$ cat config.mk
export PLATFORM = sky130hd
export DESIGN_NAME = mog_classify
export DESIGN_NICKNAME = d
export VERILOG_FILES = /design/src/rtl/mog_pkg.sv /design/src/rtl/mog_classify.sv
export SDC_FILE = /design/constraint.sdc
export NUM_CORES = 1
export LEC_CHECK = 0
export BUFFER_PORTS_ARGS = -buffer_cell sky130_fd_sc_hd__buf_2
export CORE_AREA = 2 2 199 201
export DETAILED_ROUTE_END_ITERATION = 7
export DIE_AREA = 0 0 201 203
export PLACE_DENSITY_LB_ADDON = 0.08
export SYNTH_ARGS = -nofsm -noshare
export SYNTH_HDL_FRONTEND = slang
export SYNTH_SLANG_ARGS = --single-unit
$ cat constraint.sdc
create_clock -name vclk -period 10.3
set_input_delay 0.515 -clock vclk [all_inputs]
set_output_delay 0.515 -clock vclk [all_outputs]
set_load 0.1 [all_outputs]
$ cat src/rtl/mog_pkg.sv
package mog_pkg;
  localparam int NG     = 3;
  localparam int MEAN_W = 8;
  localparam int VAR_W  = 12;
  localparam int WT_W   = 10;
  localparam int CNT_W  = 6;
  localparam int INV_W  = 8;
  localparam int NK_W   = 4;
  localparam int NKA_W  = 6;
  localparam int G_W    = MEAN_W + VAR_W + WT_W + CNT_W;
  localparam int MODEL_W = NG * G_W;

  typedef struct packed {
    logic [CNT_W-1:0]  cnt;
    logic [WT_W-1:0]   wt;
    logic [VAR_W-1:0]  vr;
    logic [MEAN_W-1:0] mu;
  } gauss_t;

  typedef enum logic [1:0] {ROM_INVSQRT, ROM_SHIFT, ROM_RESEED} rom_kind_e;
endpackage

$ cat src/rtl/mog_classify.sv
module mog_classify import mog_pkg::*; #(
  parameter int THRESH = 717
) (
  input  logic                        clk,
  input  logic                        rst,
  input  logic                        act,
  input  logic [MEAN_W-1:0]           pix,
  input  logic [NG-1:0][MEAN_W-1:0]   mu,
  input  logic [NG-1:0][VAR_W-1:0]    vr,
  input  logic [NG-1:0][WT_W-1:0]     wt,
  input  logic [NG-1:0][INV_W-1:0]    inv,
  output logic [NG-1:0]               sel,
  output logic [NG-1:0]               low,
  output logic                        fg
);
  localparam int FIT_W = WT_W + INV_W;
  localparam int RK_W  = $clog2(NG);
  localparam int SUM_W = WT_W + RK_W + 1;
  localparam int CMP_W = 2 * MEAN_W + 3;

  logic [NG-1:0][FIT_W-1:0] fit;
  logic [NG-1:0][RK_W-1:0]  rank;
  logic [NG-1:0]            hit;
  logic [NG-1:0]            incl;
  logic [MEAN_W-1:0]        ad;
  logic [CMP_W-1:0]         sq;
  logic [SUM_W-1:0]         pre;

  always_comb begin
    for (int k = 0; k < NG; k++) begin
      fit[k] = FIT_W'(wt[k]) * FIT_W'(inv[k]);
      ad = (pix >= mu[k]) ? pix - mu[k] : mu[k] - pix;
      sq = CMP_W'(ad) * CMP_W'(ad);
      hit[k] = (sq << 2) < (CMP_W'(25) * CMP_W'(vr[k]));
    end
    for (int k = 0; k < NG; k++) begin
      rank[k] = '0;
      for (int j = 0; j < NG; j++)
        if (j != k && (fit[j] > fit[k] || (fit[j] == fit[k] && j < k)))
          rank[k] = rank[k] + 1'b1;
    end
    for (int k = 0; k < NG; k++) begin
      pre = '0;
      for (int j = 0; j < NG; j++)
        if (rank[j] < rank[k]) pre = pre + SUM_W'(wt[j]);
      incl[k] = (pre <= SUM_W'(THRESH));
      low[k]  = (rank[k] == RK_W'(NG - 1));
      sel[k]  = hit[k];
      for (int j = 0; j < NG; j++)
        if (hit[j] && rank[j] < rank[k]) sel[k] = 1'b0;
    end
    fg = ~|(hit & incl);
  end

  assert_single_pick_R3: assert property (@(posedge clk) disable iff (rst)
    act |-> $onehot0(sel));
  assert_one_last_rank_R2: assert property (@(posedge clk) disable iff (rst)
    act |-> $countones(low) == 1);
  assert_bg_has_match_R9: assert property (@(posedge clk) disable iff (rst)
    (act && !fg) |-> (sel != '0));
endmodule

# Word-level counts from Yosys, hierarchy flattened
# Cells that the tools add are included.
[totals]
regBits = 0
latchBits = 0
ramBits = 0
romBits = 0
in_bits = 125
out_inout_bits = 7
elab_cells = 96
memories = 0
[op_classes]
add_sub_neg = 15
multipliers = 9
div = 0
magnitude_cmp = 24
eq_ne = 6
shift = 0
mux = 27
bitwise_logic = 1
n_reduce_logical = 14
[op_table]
columns = ["op", "count"]
rows = [
  ["$gt A18 B18 Y1", 6],
  ["$mux W13", 6],
  ["$eq A18 B18 Y1", 3],
  ["$lt A18 B17 Y1", 3],
  ["$mul A10 B8 Y18", 3],
  ["$mul A5 B12 Y17 const A", 3],
  ["$mul A8 B8 Y16", 3],
  ["$sub A8 B8 Y8", 6],
  ["$add A13 B10 Y13", 3],
  ["$le A13 B10 Y1 const B", 3],
  ["$add A10 B10 Y11", 3],
  ["$mux W10", 3],
  ["$ge A8 B8 Y1", 3],
  ["$mux W8", 3],
  ["$lt A2 B2 Y1", 9],
  ["$mux W1", 12],
  ["$logic_and A1 B1 Y1", 9],
  ["$add A1 B1 Y2 const B", 3],
  ["$eq A2 B2 Y1 const B", 3],
  ["$mux W2", 3],
  ["$and A3 B3 Y3", 1],
  ["$logic_or A1 B1 Y1", 3],
  ["$reduce_or A3 Y1", 1],
  ["$logic_not A1 Y1", 1],
]

# Logic depth before layout (Yosys ltp)
[logic_depth]
ltp_word = 16
ltp_mapped = 44
mapped_depth_nobuf = 43

# Worst setup path after synthesis
# OpenSTA, ideal clock, no wires.
[synth_path]
path_type = "input port to output port"
from = "in inv[23] in the netlist's numbering"
to = "out fg"
t_arrival_ns = 9.983
required_ns = 9.785
slack_ns = -0.198
stages = 38
path_buffers = 2
cell_sequence = "clkbuf_1 -> nand2_1 -> fa_1 -> fa_1 -> inv_1 -> fa_1 -> inv_1 -> fa_1 -> inv_1 -> ha_1 -> inv_1 -> o21bai_1 -> a21oi_1 -> o21ai_0 -> a41o_1 -> o41ai_1 -> xor2_1 -> ha_1 -> [... 2 more ...] -> a221oi_1 -> ha_1 -> inv_1 -> ha_1 -> a21oi_1 -> clkbuf_1 -> and2_1 -> ha_1 -> and3_1 -> a221o_1 -> o21ai_0 -> nand2b_1 -> a21oi_1 -> xnor2_1 -> nand3_1 -> a21oi_1 -> o31a_1 -> o311a_1"
[synth_via]
elab_chain_cells = 16
elab_cells_between_ends = 44
cone_classes = "7 x add/sub; 1 x mul; 16 x order compare; 2 x eq/ne; 13 x mux; 1 x bitwise; 4 x reduce/logical"
[synth_lines]
columns = ["element", "line_no", "rtl"]
rows = [
  ["from (decl)", "mog_classify.sv:11", "input logic [NG-1:0][INV_W-1:0] inv,"],
  ["$mul A10 B8 Y18 *", "mog_classify.sv:31", "fit[k] = FIT_W'(wt[k]) * FIT_W'(inv[k]);"],
  ["$gt A18 B18 Y1 / $eq A18 B18 Y1 (equally long branches)", "mog_classify.sv:39", "if (j != k && (fit[j] > fit[k] || (fit[j] == fit[k] && j < k)))"],
  ["$logic_or A1 B1 Y1", "mog_classify.sv:39", ""],
  ["$mux W1", "mog_classify.sv:39", ""],
  ["$add A1 B1 Y2", "mog_classify.sv:40", "rank[k] = rank[k] + 1'b1;"],
  ["$mux W2", "mog_classify.sv:39", ""],
  ["$lt A2 B2 Y1", "mog_classify.sv:45", "if (rank[j] < rank[k]) pre = pre + SUM_W'(wt[j]);"],
  ["$mux W10", "mog_classify.sv:45", ""],
  ["$add A10 B10 Y11", "mog_classify.sv:45", ""],
  ["$mux W13", "mog_classify.sv:45", ""],
  ["$add A13 B10 Y13", "mog_classify.sv:45", ""],
  ["$mux W13", "mog_classify.sv:45", ""],
  ["$le A13 B10 Y1", "mog_classify.sv:46", "incl[k] = (pre <= SUM_W'(THRESH));"],
  ["$and A3 B3 Y3 *", "mog_classify.sv:52", "fg = ~|(hit & incl);"],
  ["$reduce_or A3 Y1 *", "mog_classify.sv:52", ""],
  ["$logic_not A1 Y1 *", "mog_classify.sv:52", ""],
  ["to (decl)", "mog_classify.sv:14", "output logic fg"],
]
# Every way passes the cells marked *; elsewhere a longest branch is shown, timed or not.

# Final worst setup path
[layout_path]
from = "in wt[1] in the netlist's numbering"
to = "out fg"
[layout_via]
elab_chain_cells = 16
elab_cells_between_ends = 48
cone_classes = "9 x add/sub; 1 x mul; 16 x order compare; 2 x eq/ne; 15 x mux; 1 x bitwise; 4 x reduce/logical"
[layout_lines]
columns = ["element", "line_no", "rtl"]
rows = [
  ["from (decl)", "mog_classify.sv:10", "input logic [NG-1:0][WT_W-1:0] wt,"],
  ["$mul A10 B8 Y18", "mog_classify.sv:31", ""],
  ["$gt A18 B18 Y1 / $eq A18 B18 Y1 (equally long branches)", "mog_classify.sv:39", ""],
  ["$logic_or A1 B1 Y1", "mog_classify.sv:39", ""],
  ["$mux W1", "mog_classify.sv:39", ""],
  ["$add A1 B1 Y2", "mog_classify.sv:40", ""],
  ["$mux W2", "mog_classify.sv:39", ""],
  ["$lt A2 B2 Y1", "mog_classify.sv:45", ""],
  ["$mux W10", "mog_classify.sv:45", ""],
  ["$add A10 B10 Y11", "mog_classify.sv:45", ""],
  ["$mux W13", "mog_classify.sv:45", ""],
  ["$add A13 B10 Y13", "mog_classify.sv:45", ""],
  ["$mux W13", "mog_classify.sv:45", ""],
  ["$le A13 B10 Y1", "mog_classify.sv:46", ""],
  ["$and A3 B3 Y3 *", "mog_classify.sv:52", ""],
  ["$reduce_or A3 Y1 *", "mog_classify.sv:52", ""],
  ["$logic_not A1 Y1 *", "mog_classify.sv:52", ""],
]
# Marks and branches as above.

==> impl_metrics.ini <==
[setup_path]
worstPathRequired_ns = 9.79
cp.buffers_inverters = 8
worst_path_most_repeated_cell = a21oi_2
critPathKind = input pin to primary output
max_stage_delay_ns = 0.55
worstSetupEndpointType = primary output
cp_top_family = adder cells
slowest_stage = fa_1
arrival_ns = 9.40
start_kind = input pin
path_max_fanout = 11

[final_layout]
final_nets = 3655
layout-drive-gt1-share_pct = 11.1
flops_and_latches = 0
num-clock-buffers = 0
layout.cells.non_filler = 3286
area_delta_synth_final_pct = 10.5
fin_util_pct = 60.7
fill_cells = 3540
diodes = 0
seqCellArea_um2 = 0

[synthesis]
avgSynthCellArea_um2 = 8.25
synth_most_common_cell = inv_1
synth_nets = 3444
netlist_area_um2 = 21100
synth.area.top_cells = ha_1, fa_1, inv_1, and2_1, xnor2_1
synth_cells = 2559
yosysTopAreaCell = ha_1
yosys_warnings = 0
yosys.cell_types.count = 73
synth.top_cell.area_share_pct = 30.3
ys_seq_area_share_pct = 0
synth_common_cells = inv_1, ha_1, fa_1

[timing]
hold_slack_ns = 1.98
setup_viol = 0
period_minus_slack_ns = 9.92
worst_pin_slew_ns = 0.973
max_freq_ghz = 0.101
slew_headroom_pct = 34.7
fin_crit_sh_pct = 96.3
slew_viol_final = 0
hold_violations = 0

[detailed_routing]
ant_nets = 0
drt-wirelength-per-cell_um = 14.7
avgViaCountPerCell = 5.27
vias = 17300
drcViolationCount = 0
dr.first_iter.drc_count = 673
wl_um = 48200
firstDrtPassIters = 5

[floorplanning]
die_area_um2 = 40800
num_io_pins = 132
placementRows = 72
die_x_um = 201
start_util_pct = 54.9
core_um2 = 38500
fp.dieH_um = 203

[outcome]
status = finished, final reports clean

[job]
maxCapViolCount = 0

[grt]
grt_antenna_before_repair = 0
grt_pass1_wl_um = 82700
grt-ovfl-total = 0
grt_pass1_vias = 17900
grt_usage_pct = 23.9
grt_max_degree = 12

[placed_design]
hpwlAfterDp_um = 43300
gp_congestion = 0.911
port_buffers = 129
dp.cells = 3284

[worst_hold_path]
hp-class = input pin to primary output
logic make-up (layout without fill, tap and decap cells):
| family | Yosys count | in the layout | share of synthesized area (%) |
|---|---|---|---|
| AND/OR/NAND/NOR | 669 | 669 | 16.4 |
| AO/OA/AOI/OAI | 388 | 388 | 12.0 |
| buffers and inverters | 569 | 778 | 10.2 |
| multiplexers | 20 | 20 | 1.00 |
| XOR/XNOR | 152 | 152 | 6.41 |
| adder cells (fa/ha/maj) | 761 | 761 | 53.9 |
placed cells by master (no fill, tap or decap), types with 5 or more instances in the layout:
| cell | instances |
|---|---|
| or2_2 | 17 |
| ha_1 | 508 |
| nor3_1 | 32 |
| a21boi_0 | 7 |
| o41ai_1 | 5 |
| nand3_1 | 28 |
| o41ai_2 | 5 |
| nand2_1 | 127 |
| buf_2 | 123 |
| a31oi_1 | 9 |
| and4_1 | 6 |
| o21a_1 | 24 |
| a2111oi_0 | 5 |
| a21o_1 | 51 |
| o211ai_1 | 12 |
| nor2b_1 | 16 |
| mux2i_1 | 14 |
| and3_1 | 14 |
| o21ai_0 | 66 |
| fa_1 | 247 |
| xnor2_1 | 91 |
| or3_1 | 10 |
| buf_4 | 107 |
| o21bai_1 | 19 |
| and2_1 | 224 |
| nand2b_1 | 20 |
| inv_1 | 542 |
| a21oi_1 | 106 |
| o21ai_1 | 6 |
| o31ai_1 | 5 |
| xor2_1 | 55 |
| nand4_1 | 15 |
| a21oi_2 | 18 |
| nor2_1 | 145 |
metal layers:
layer  wire (um)  track usage, %  up-vias
met5           0               0        -
met4         575            2.94        0
met3        1440            1.11       30
met2       23100            43.3      277
met1       23100            32.5     8283
li1            -               -     8736
through the flow:
step | area, um2 | worst slack, ns | TNS [ns]
2_1_floorplan | 21100 | 0.108 | 0
3_3_place_gp | 23100 | 0.0153 | 0
3_5_place_dp | 23100 | -0.0681 | -0.0681
4_1_cts | 23100 | 0.00213 | 0
5_1_grt | 23300 | -0.0771 | -0.0771
6_report | 23300 | 0.383 | 0
worst min-delay path, delay by kind of cell:
family / cells / cell delay (ns)
buffers and inverters: 2 / 0.37
AOI/OAI and AO/OA: 2 / 0.28
and+or+nand+nor: 2 / 0.29
timing repair:
action                     in CTS  in global routing
setup endpoints to repair       1                  1
gates resized for setup         2                 47
setup buffers                   1                  1
hold buffers                    0                  0
pin swaps                       1                 15
final timing paths:
kind | from | end | slack, ns | cells after the start
min | wt[7] | fg | 1.98 | 6
max | wt[1] | fg | 0.38 | 42
layout make-up:
cell class / instances / area (um2) / share of cell area [%]
multi-input cells: 1990 / 19200 / 82.1
inverters: 542 / 2030 / 8.72
repair buffers: 236 / 1490 / 6.38
well taps: 518 / 648 / 2.78
Power is not shown: default switching activity piles up to over one toggle a cycle in this logic, so the estimate is an artifact.
